**config.mk**
```make
export PLATFORM = sky130hd
export DESIGN_NAME = sysclk_switch_ctrl
export DESIGN_NICKNAME = d
export VERILOG_FILES = /design/src/rtl/sclk_pkg.sv /design/src/rtl/sclk_ready_sync.sv /design/src/rtl/sclk_sel_field.sv /design/src/rtl/sclk_switch_core.sv /design/src/rtl/sysclk_switch_ctrl.sv
export SDC_FILE = /design/constraint.sdc
export NUM_CORES = 1
export LEC_CHECK = 0
export ABC_AREA = 1
export BUFFER_PORTS_ARGS = -buffer_cell sky130_fd_sc_hd__buf_4
export CAP_MARGIN = 25
export CORE_AREA = 2 2 39 41
export CTS_BUF_LIST = sky130_fd_sc_hd__clkbuf_4 sky130_fd_sc_hd__clkbuf_8
export DETAILED_ROUTE_END_ITERATION = 8
export DIE_AREA = 0 0 41 43
export SETUP_SLACK_MARGIN = 0.15
export SLEW_MARGIN = 5
export SYNTH_ARGS = -nofsm -noshare
export SYNTH_HDL_FRONTEND = slang
export SYNTH_SLANG_ARGS = --single-unit
```
**constraint.sdc**
```tcl
create_clock -name clk -period 1.3 [get_ports clk]
set_input_delay 0 -clock clk [delete_from_list [all_inputs] [get_ports clk]]
set_output_delay 0 -clock clk [all_outputs]
set_load 0.1 [all_outputs]
```
**src/rtl/sclk_pkg.sv**
```systemverilog
package sclk_pkg;

   localparam int SRC_COUNT = 3;
   localparam int SRC_CODE_W = 2;

   typedef enum logic [SRC_CODE_W-1:0] {
      SRC_RC  = 2'd0,
      SRC_EXT = 2'd1,
      SRC_PLL = 2'd2
   } src_e;

endpackage

```
**src/rtl/sclk_ready_sync.sv**
```systemverilog
module sclk_ready_sync #(
   parameter int NUM_SRC = 3,
   parameter int STAGES  = 0
) (
   input  logic               clk,
   input  logic               rst_n,
   input  logic [NUM_SRC-1:0] ready_in,
   output logic [NUM_SRC-1:0] ready_out
);

   initial begin
      if (STAGES < 0 || STAGES > 4)
         $error("sclk_ready_sync: STAGES must lie in 0..4");
   end

   generate
      if (STAGES == 0) begin : g_direct
         assign ready_out = ready_in;
      end else begin : g_chain
         logic [NUM_SRC-1:0] stage_q [STAGES];
         for (genvar s = 0; s < STAGES; s++) begin : g_stage
            always_ff @(posedge clk) begin
               if (!rst_n)
                  stage_q[s] <= '0;
               else if (s == 0)
                  stage_q[s] <= ready_in;
               else
                  stage_q[s] <= stage_q[(s == 0) ? 0 : s-1];
            end
         end
         assign ready_out = stage_q[STAGES-1];
      end
   endgenerate

endmodule

```
**src/rtl/sclk_sel_field.sv**
```systemverilog
module sclk_sel_field #(
   parameter int NUM_SRC = 3,
   parameter int CODE_W  = 2
) (
   input  logic              clk,
   input  logic              rst_n,
   input  logic              force_rc,
   input  logic              wr_en,
   input  logic [CODE_W-1:0] wr_code,
   output logic [CODE_W-1:0] sel_q
);

   logic code_ok;

   // Codes at or above NUM_SRC are not allowed and are dropped.
   assign code_ok = (int'(wr_code) < NUM_SRC);

   always_ff @(posedge clk) begin
      if (!rst_n)
         sel_q <= '0;
      else if (force_rc)
         sel_q <= '0;
      else if (wr_en && code_ok)
         sel_q <= wr_code;
   end

endmodule

```
**src/rtl/sclk_switch_core.sv**
```systemverilog
module sclk_switch_core #(
   parameter int NUM_SRC = 3,
   parameter int CODE_W  = 2
) (
   input  logic               clk,
   input  logic               rst_n,
   input  logic [CODE_W-1:0]  target,
   input  logic [NUM_SRC-1:0] ready,
   input  logic               pll_ref_ext,
   input  logic               ext_fail,
   input  logic               lp_exit,
   output logic               force_rc,
   output logic [CODE_W-1:0]  active_q
);

   import sclk_pkg::*;

   logic target_ready;
   logic ext_in_path;

   always_comb begin
      target_ready = 1'b0;
      for (int i = 0; i < NUM_SRC; i++)
         if (target == CODE_W'(i))
            target_ready = ready[i];
   end

   // The external oscillator feeds the clock directly, or through the PLL.
   assign ext_in_path = (active_q == SRC_EXT) ||
                        ((active_q == SRC_PLL) && pll_ref_ext);

   assign force_rc = lp_exit || (ext_fail && ext_in_path);

   always_ff @(posedge clk) begin
      if (!rst_n)
         active_q <= SRC_RC;
      else if (force_rc)
         active_q <= SRC_RC;
      else if ((target != active_q) && target_ready)
         active_q <= target;
   end

endmodule

```
**src/rtl/sysclk_switch_ctrl.sv**
```systemverilog
module sysclk_switch_ctrl #(
   parameter int NUM_SRC     = 3,
   parameter int SYNC_STAGES = 0,
   localparam int CODE_W     = $clog2(NUM_SRC)
) (
   input  logic               clk,
   input  logic               rst_n,
   input  logic               sw_wr_en,
   input  logic [CODE_W-1:0]  sw_wr_code,
   input  logic [NUM_SRC-1:0] src_ready,
   input  logic               pll_ref_ext,
   input  logic               ext_fail,
   input  logic               lp_exit,
   output logic [CODE_W-1:0]  sel_field,
   output logic [CODE_W-1:0]  src_status,
   output logic [NUM_SRC-1:0] mux_sel
);

   initial begin
      if (NUM_SRC != sclk_pkg::SRC_COUNT)
         $error("sysclk_switch_ctrl: NUM_SRC must equal the package source count");
      if (CODE_W != sclk_pkg::SRC_CODE_W)
         $error("sysclk_switch_ctrl: code width mismatch with package");
   end

   logic [NUM_SRC-1:0] ready_s;
   logic               force_rc;
   logic [CODE_W-1:0]  active;

   sclk_ready_sync #(
      .NUM_SRC (NUM_SRC),
      .STAGES  (SYNC_STAGES)
   ) u_sync (
      .clk       (clk),
      .rst_n     (rst_n),
      .ready_in  (src_ready),
      .ready_out (ready_s)
   );

   sclk_sel_field #(
      .NUM_SRC (NUM_SRC),
      .CODE_W  (CODE_W)
   ) u_field (
      .clk      (clk),
      .rst_n    (rst_n),
      .force_rc (force_rc),
      .wr_en    (sw_wr_en),
      .wr_code  (sw_wr_code),
      .sel_q    (sel_field)
   );

   sclk_switch_core #(
      .NUM_SRC (NUM_SRC),
      .CODE_W  (CODE_W)
   ) u_core (
      .clk         (clk),
      .rst_n       (rst_n),
      .target      (sel_field),
      .ready       (ready_s),
      .pll_ref_ext (pll_ref_ext),
      .ext_fail    (ext_fail),
      .lp_exit     (lp_exit),
      .force_rc    (force_rc),
      .active_q    (active)
   );

   assign src_status = active;

   generate
      for (genvar i = 0; i < NUM_SRC; i++) begin : g_onehot
         assign mux_sel[i] = (active == CODE_W'(i));
      end
   endgenerate

endmodule

```
## Word-level counts from Yosys, hierarchy flattened

Cells that the tools add are included.

| word-level totals | value |
|---|---|
| register bits | 4 |
| bits of input ports | 11 |
| output and inout bits | 7 |
| word-level logic and storage cells | 21 |

| operators by class | value |
|---|---|
| magnitude comparators | 1 |
| equality and inequality tests | 5 |
| muxes and demuxes | 3 |
| bitwise operators | 1 |
| reductions and logical operators | 9 |

Operators by type and width:

| kind | number |
|---|---|
| $eq 2x1->1 const B | 2 |
| $eq 2x2->1 const B | 2 |
| $logic_and 1x1->1 | 4 |
| $logic_not 2->1 | 2 |
| $mux 1 | 3 |
| $logic_or 1x1->1 | 2 |
| $lt 2x2->1 const B | 1 |
| $ne 2x2->1 | 1 |
| $reduce_or 2->1 | 1 |
| $not 1->1 | 1 |

## Depth between registers and ports, before layout

| logic depth | value |
|---|---|
| depth after elaboration | 6 |
| depth in mapped cells | 7 |

## Modules after synthesis

Synthesis repeated with hierarchy kept, for this count alone.

| second synthesis, totals | value |
|---|---|
| cells, all modules | 52 |
| area total of the unflattened synthesis | 317.8 µm² |

Modules (own cells, without submodules):

| module | times used | cells an instance | area each (µm²) | sequential area each (µm²) |
|---|---|---|---|---|
| sclk_switch_core | 1 | 30 | 181.4 | 40.0 |
| sclk_sel_field | 1 | 14 | 95.1 | 40.0 |
| sclk_ready_sync | 1 | 3 | 22.5 | 0.0 |
| sysclk_switch_ctrl | 1 | 5 | 18.8 | 0.0 |

## Worst setup path before layout

Ideal clock, no wire load.

| timing | value |
|---|---|
| path type | register to output |
| start | register u_core.active_q[1] |
| end | output mux_sel[2] |
| data arrival time | 2402 ps |
| data required time | 1300 ps |
| slack | -1102 ps |
| cell stages (with the launch flop) | 3 |
| buffers on the path | 0 |
| path through | dfxtp_1 -> inv_2 -> nor2_1 |

| on the way | value |
|---|---|
| cells in the longest elaborated chain, start to end | 1 |

Ends and longest elaborated chain:

| item | RTL line | RTL |
|---|---|---|
| start: declaration | sclk_switch_core.sv:13 | `output logic [CODE_W-1:0] active_q` |
| start signal: assignment | sclk_switch_core.sv:40 | `active_q <= target;` |
| $eq 2x2->1 | sysclk_switch_ctrl.sv:71 | `assign mux_sel[i] = (active == CODE_W'(i));` |
| end: declaration | sysclk_switch_ctrl.sv:16 | `output logic [NUM_SRC-1:0] mux_sel` |

No other way between the ends.

## Worst setup path in the final report

| timing | value |
|---|---|
| start | register u_core.active_q[1] |
| end | output mux_sel[1] |

| on the way | value |
|---|---|
| cells in the longest elaborated chain, start to end | 1 |

Ends and longest elaborated chain:

| item | RTL line |
|---|---|
| $eq 2x1->1 | sysclk_switch_ctrl.sv:71 |

No other way between the ends.

==> reports/metrics.yaml <==
initial_core_util_pct: 22.0
fin_hold_ws_ns: 0.0228
first_global_vias: 275
critPathMaxStageDelay_ns: 0.39
finalCritPeriodShare_pct: 82.7
cts_max_level: 1
chipHeight_um: 43
fmax_mhz: 930
cts_tree: "built"
fill_cells: 152
syn_nets: 59
p_leak_nw: 0.222
yosysUniqueCellTypes: 13
cp-start-kind: "flop"
syn_area_per_cell_um2: 6.33
cts_root_buffer: "clkbuf_4"
die_x_um: 41
die_area_um2: 1760
maxSlewViolCount: 0
yosysSeqAreaShare_pct: 26.3
drtIter0Drc: 3
rsz0062_at_grt: "no"
p_per_area_nw_per_um2: 755
setup_slack_ns: 0.225
syn_inst: 48
cpLargestDelayFamily: "flip-flops"
syn_area_um2: 304
clockPowerShare_pct: 40.9
instances_no_fill: 83
numCtsBuffers: 3
synth_seq_cells: 4
period_needed_ns: 1.08
clk_pin_slew_ns: 0.04
fin_tns_setup_ns: 0
insertion_delay_ns: 0.24
critPathArrivalTime_ns: 1.08
p_sw_share_pct: 31.8
outcome: "finished clean"
relSlewSlack_pct: 81.6
fp.coreArea_um2: 1380
routed_wl_um: 697
hold_buffers: 0
seqPwrFrac_pct: 32.6
dp.cells: 80
cts_resized: 0
power_frac_comb_pct: 26.5
antenna_cells: 0
antenna_found_initial: 0
grt_max_degree: 9
viasPerCell: 4.27
place_hpwl_um: 575
cts_sinks: 4
setup_viol_count_final: 0
postCtsSetupRepairBufs: 0
post_drt_wl_per_cell_um: 8.40
ant_nets: 0
drive_gt1_share_pct: 55.2
overflow: 0
yosysWarnings: 0
dr.pass1.iters: 3
critPathMaxFanout: 7
clockBufferDepth: 2
grt_pass1_wl_um: 1150
syn_to_final_growth_pct: 67.5
final_cell_area_um2: 509
path_cells: "inv_2 > nand2_2 > clkinvlp_4 > buf_6"
route.detailed.drc: 0
worst-setup-path-type: "reg2out"
maxCapViolations: 0
critPathSlowestCell: "dfxtp_4"
end_kind: "primary output"
p_switching_mw: 0.122
grtUsageTotal_pct: 10.1
irDropWorstVdd_uv: 273
hp-class: "in2reg"
cp_num_buf_inv: 3
vias: 354
internal_power_mw: 0.262
nets: 80
postPlaceCellArea_um2: 483
skew_ns: 0.00629
ios: 18
portBuffers: 17
core.rowCount: 14
worst_slew_pin_slew_ns: 0.279
required_ns: 1.30
hold_viol: 0
gp_congestion: 0.782
dp_slack_ns: 0.270
## cells by family after synthesis
group                  Yosys count  synth area share [%]
XOR/XNOR                         2                  5.76
AND/OR/NAND/NOR                 25                  36.6
flip-flops                       4                  26.3
buffers and inverters           10                  13.6
AO/OA/AOI/OAI                    7                  17.7
## state kept, by name (all words and copies together) (netlist names)
register	flops
u_core.active_q	2
u_field.sel_q	2
## final cells by class
type	count	area, um^2	share of cell area (%)
Inverter	9	37.5	7.37
Sequential cell	4	95.1	18.7
Multi-Input combinational cell	34	203	39.8
Tap cell	16	20.0	3.93
Clock buffer	3	22.5	4.42
Timing Repair Buffer	17	131	25.8
## worst paths after layout
kind	from	to	slack, ns	depth (start not counted)
worst max-delay path	u_core.active_q[1]$_SDFFE_PP0P_	mux_sel[1]	0.22	4
worst min-delay path	ext_fail	u_core.active_q[1]$_SDFFE_PP0P_	0.02	4
worst max register to register	u_core.active_q[1]$_SDFFE_PP0P_	u_field.sel_q[0]$_SDFFE_PP0P_	0.26	6
worst min register to register	u_field.sel_q[1]$_SDFFE_PP0P_	u_field.sel_q[1]$_SDFFE_PP0P_	0.52	2
## power groups by stage
stage	logic (mW)	clock network, mW	registers, mW
final	0.102	0.157	0.125
after floorplan	0.0508	0	0.142
after global placement	0.103	0	0.127
after detailed placement	0.102	0	0.127
after CTS	0.102	0.165	0.125
after global routing	0.110	0.173	0.126
## worst min-delay path, stage by stage
cell and delay [ns]:
buf_4 0.09, a21oi_4 0.06, nand2_2 0.05, nor2_1 0.03
## routing by layer
metal / wire length, um / GRT usage, %
met5: 0 / 0
met1: 310 / 13.8
met2: 334 / 11.6
met3: 36 / 3.14
met4: 14 / 10.0
## cells in the final DEF, fill, tap and decap left out
cell and count:
buf_4 16, clkinvlp_4 1, nor2_1 3, dfxtp_4 4, nand2_1 9, clkbuf_4 3, nand3_1 7, o21ai_0 2
nand2_2 3, nand3_2 1, buf_6 1, inv_2 3, a21oi_4 1, inv_1 5, nor2_4 2, a21oi_1 2
a21oi_2 2, xnor2_1 2
## metrics by stage
stage | total power [mW] | util [%]
floorplan | 0.193 | -
global placement | 0.230 | 34.9
detailed placement | 0.229 | 34.9
CTS | 0.393 | 36.5
global route | 0.408 | 36.8
finish | 0.384 | 36.8
## cells in the mapped netlist
cell | count | area share [%]
nor2_1 | 5 | 6.2
inv_2 | 2 | 2.5
nand3_1 | 8 | 13
dfxtp_1 | 4 | 26
nand2_1 | 9 | 11
nand2_2 | 3 | 6.2
o21ai_0 | 2 | 3.3
inv_1 | 7 | 8.6
a21oi_1 | 2 | 3.3
buf_4 | 1 | 2.5
xnor2_1 | 2 | 5.8
a21oi_4 | 1 | 5.4
a21oi_2 | 2 | 5.8
(Power assumes the default switching activity.)
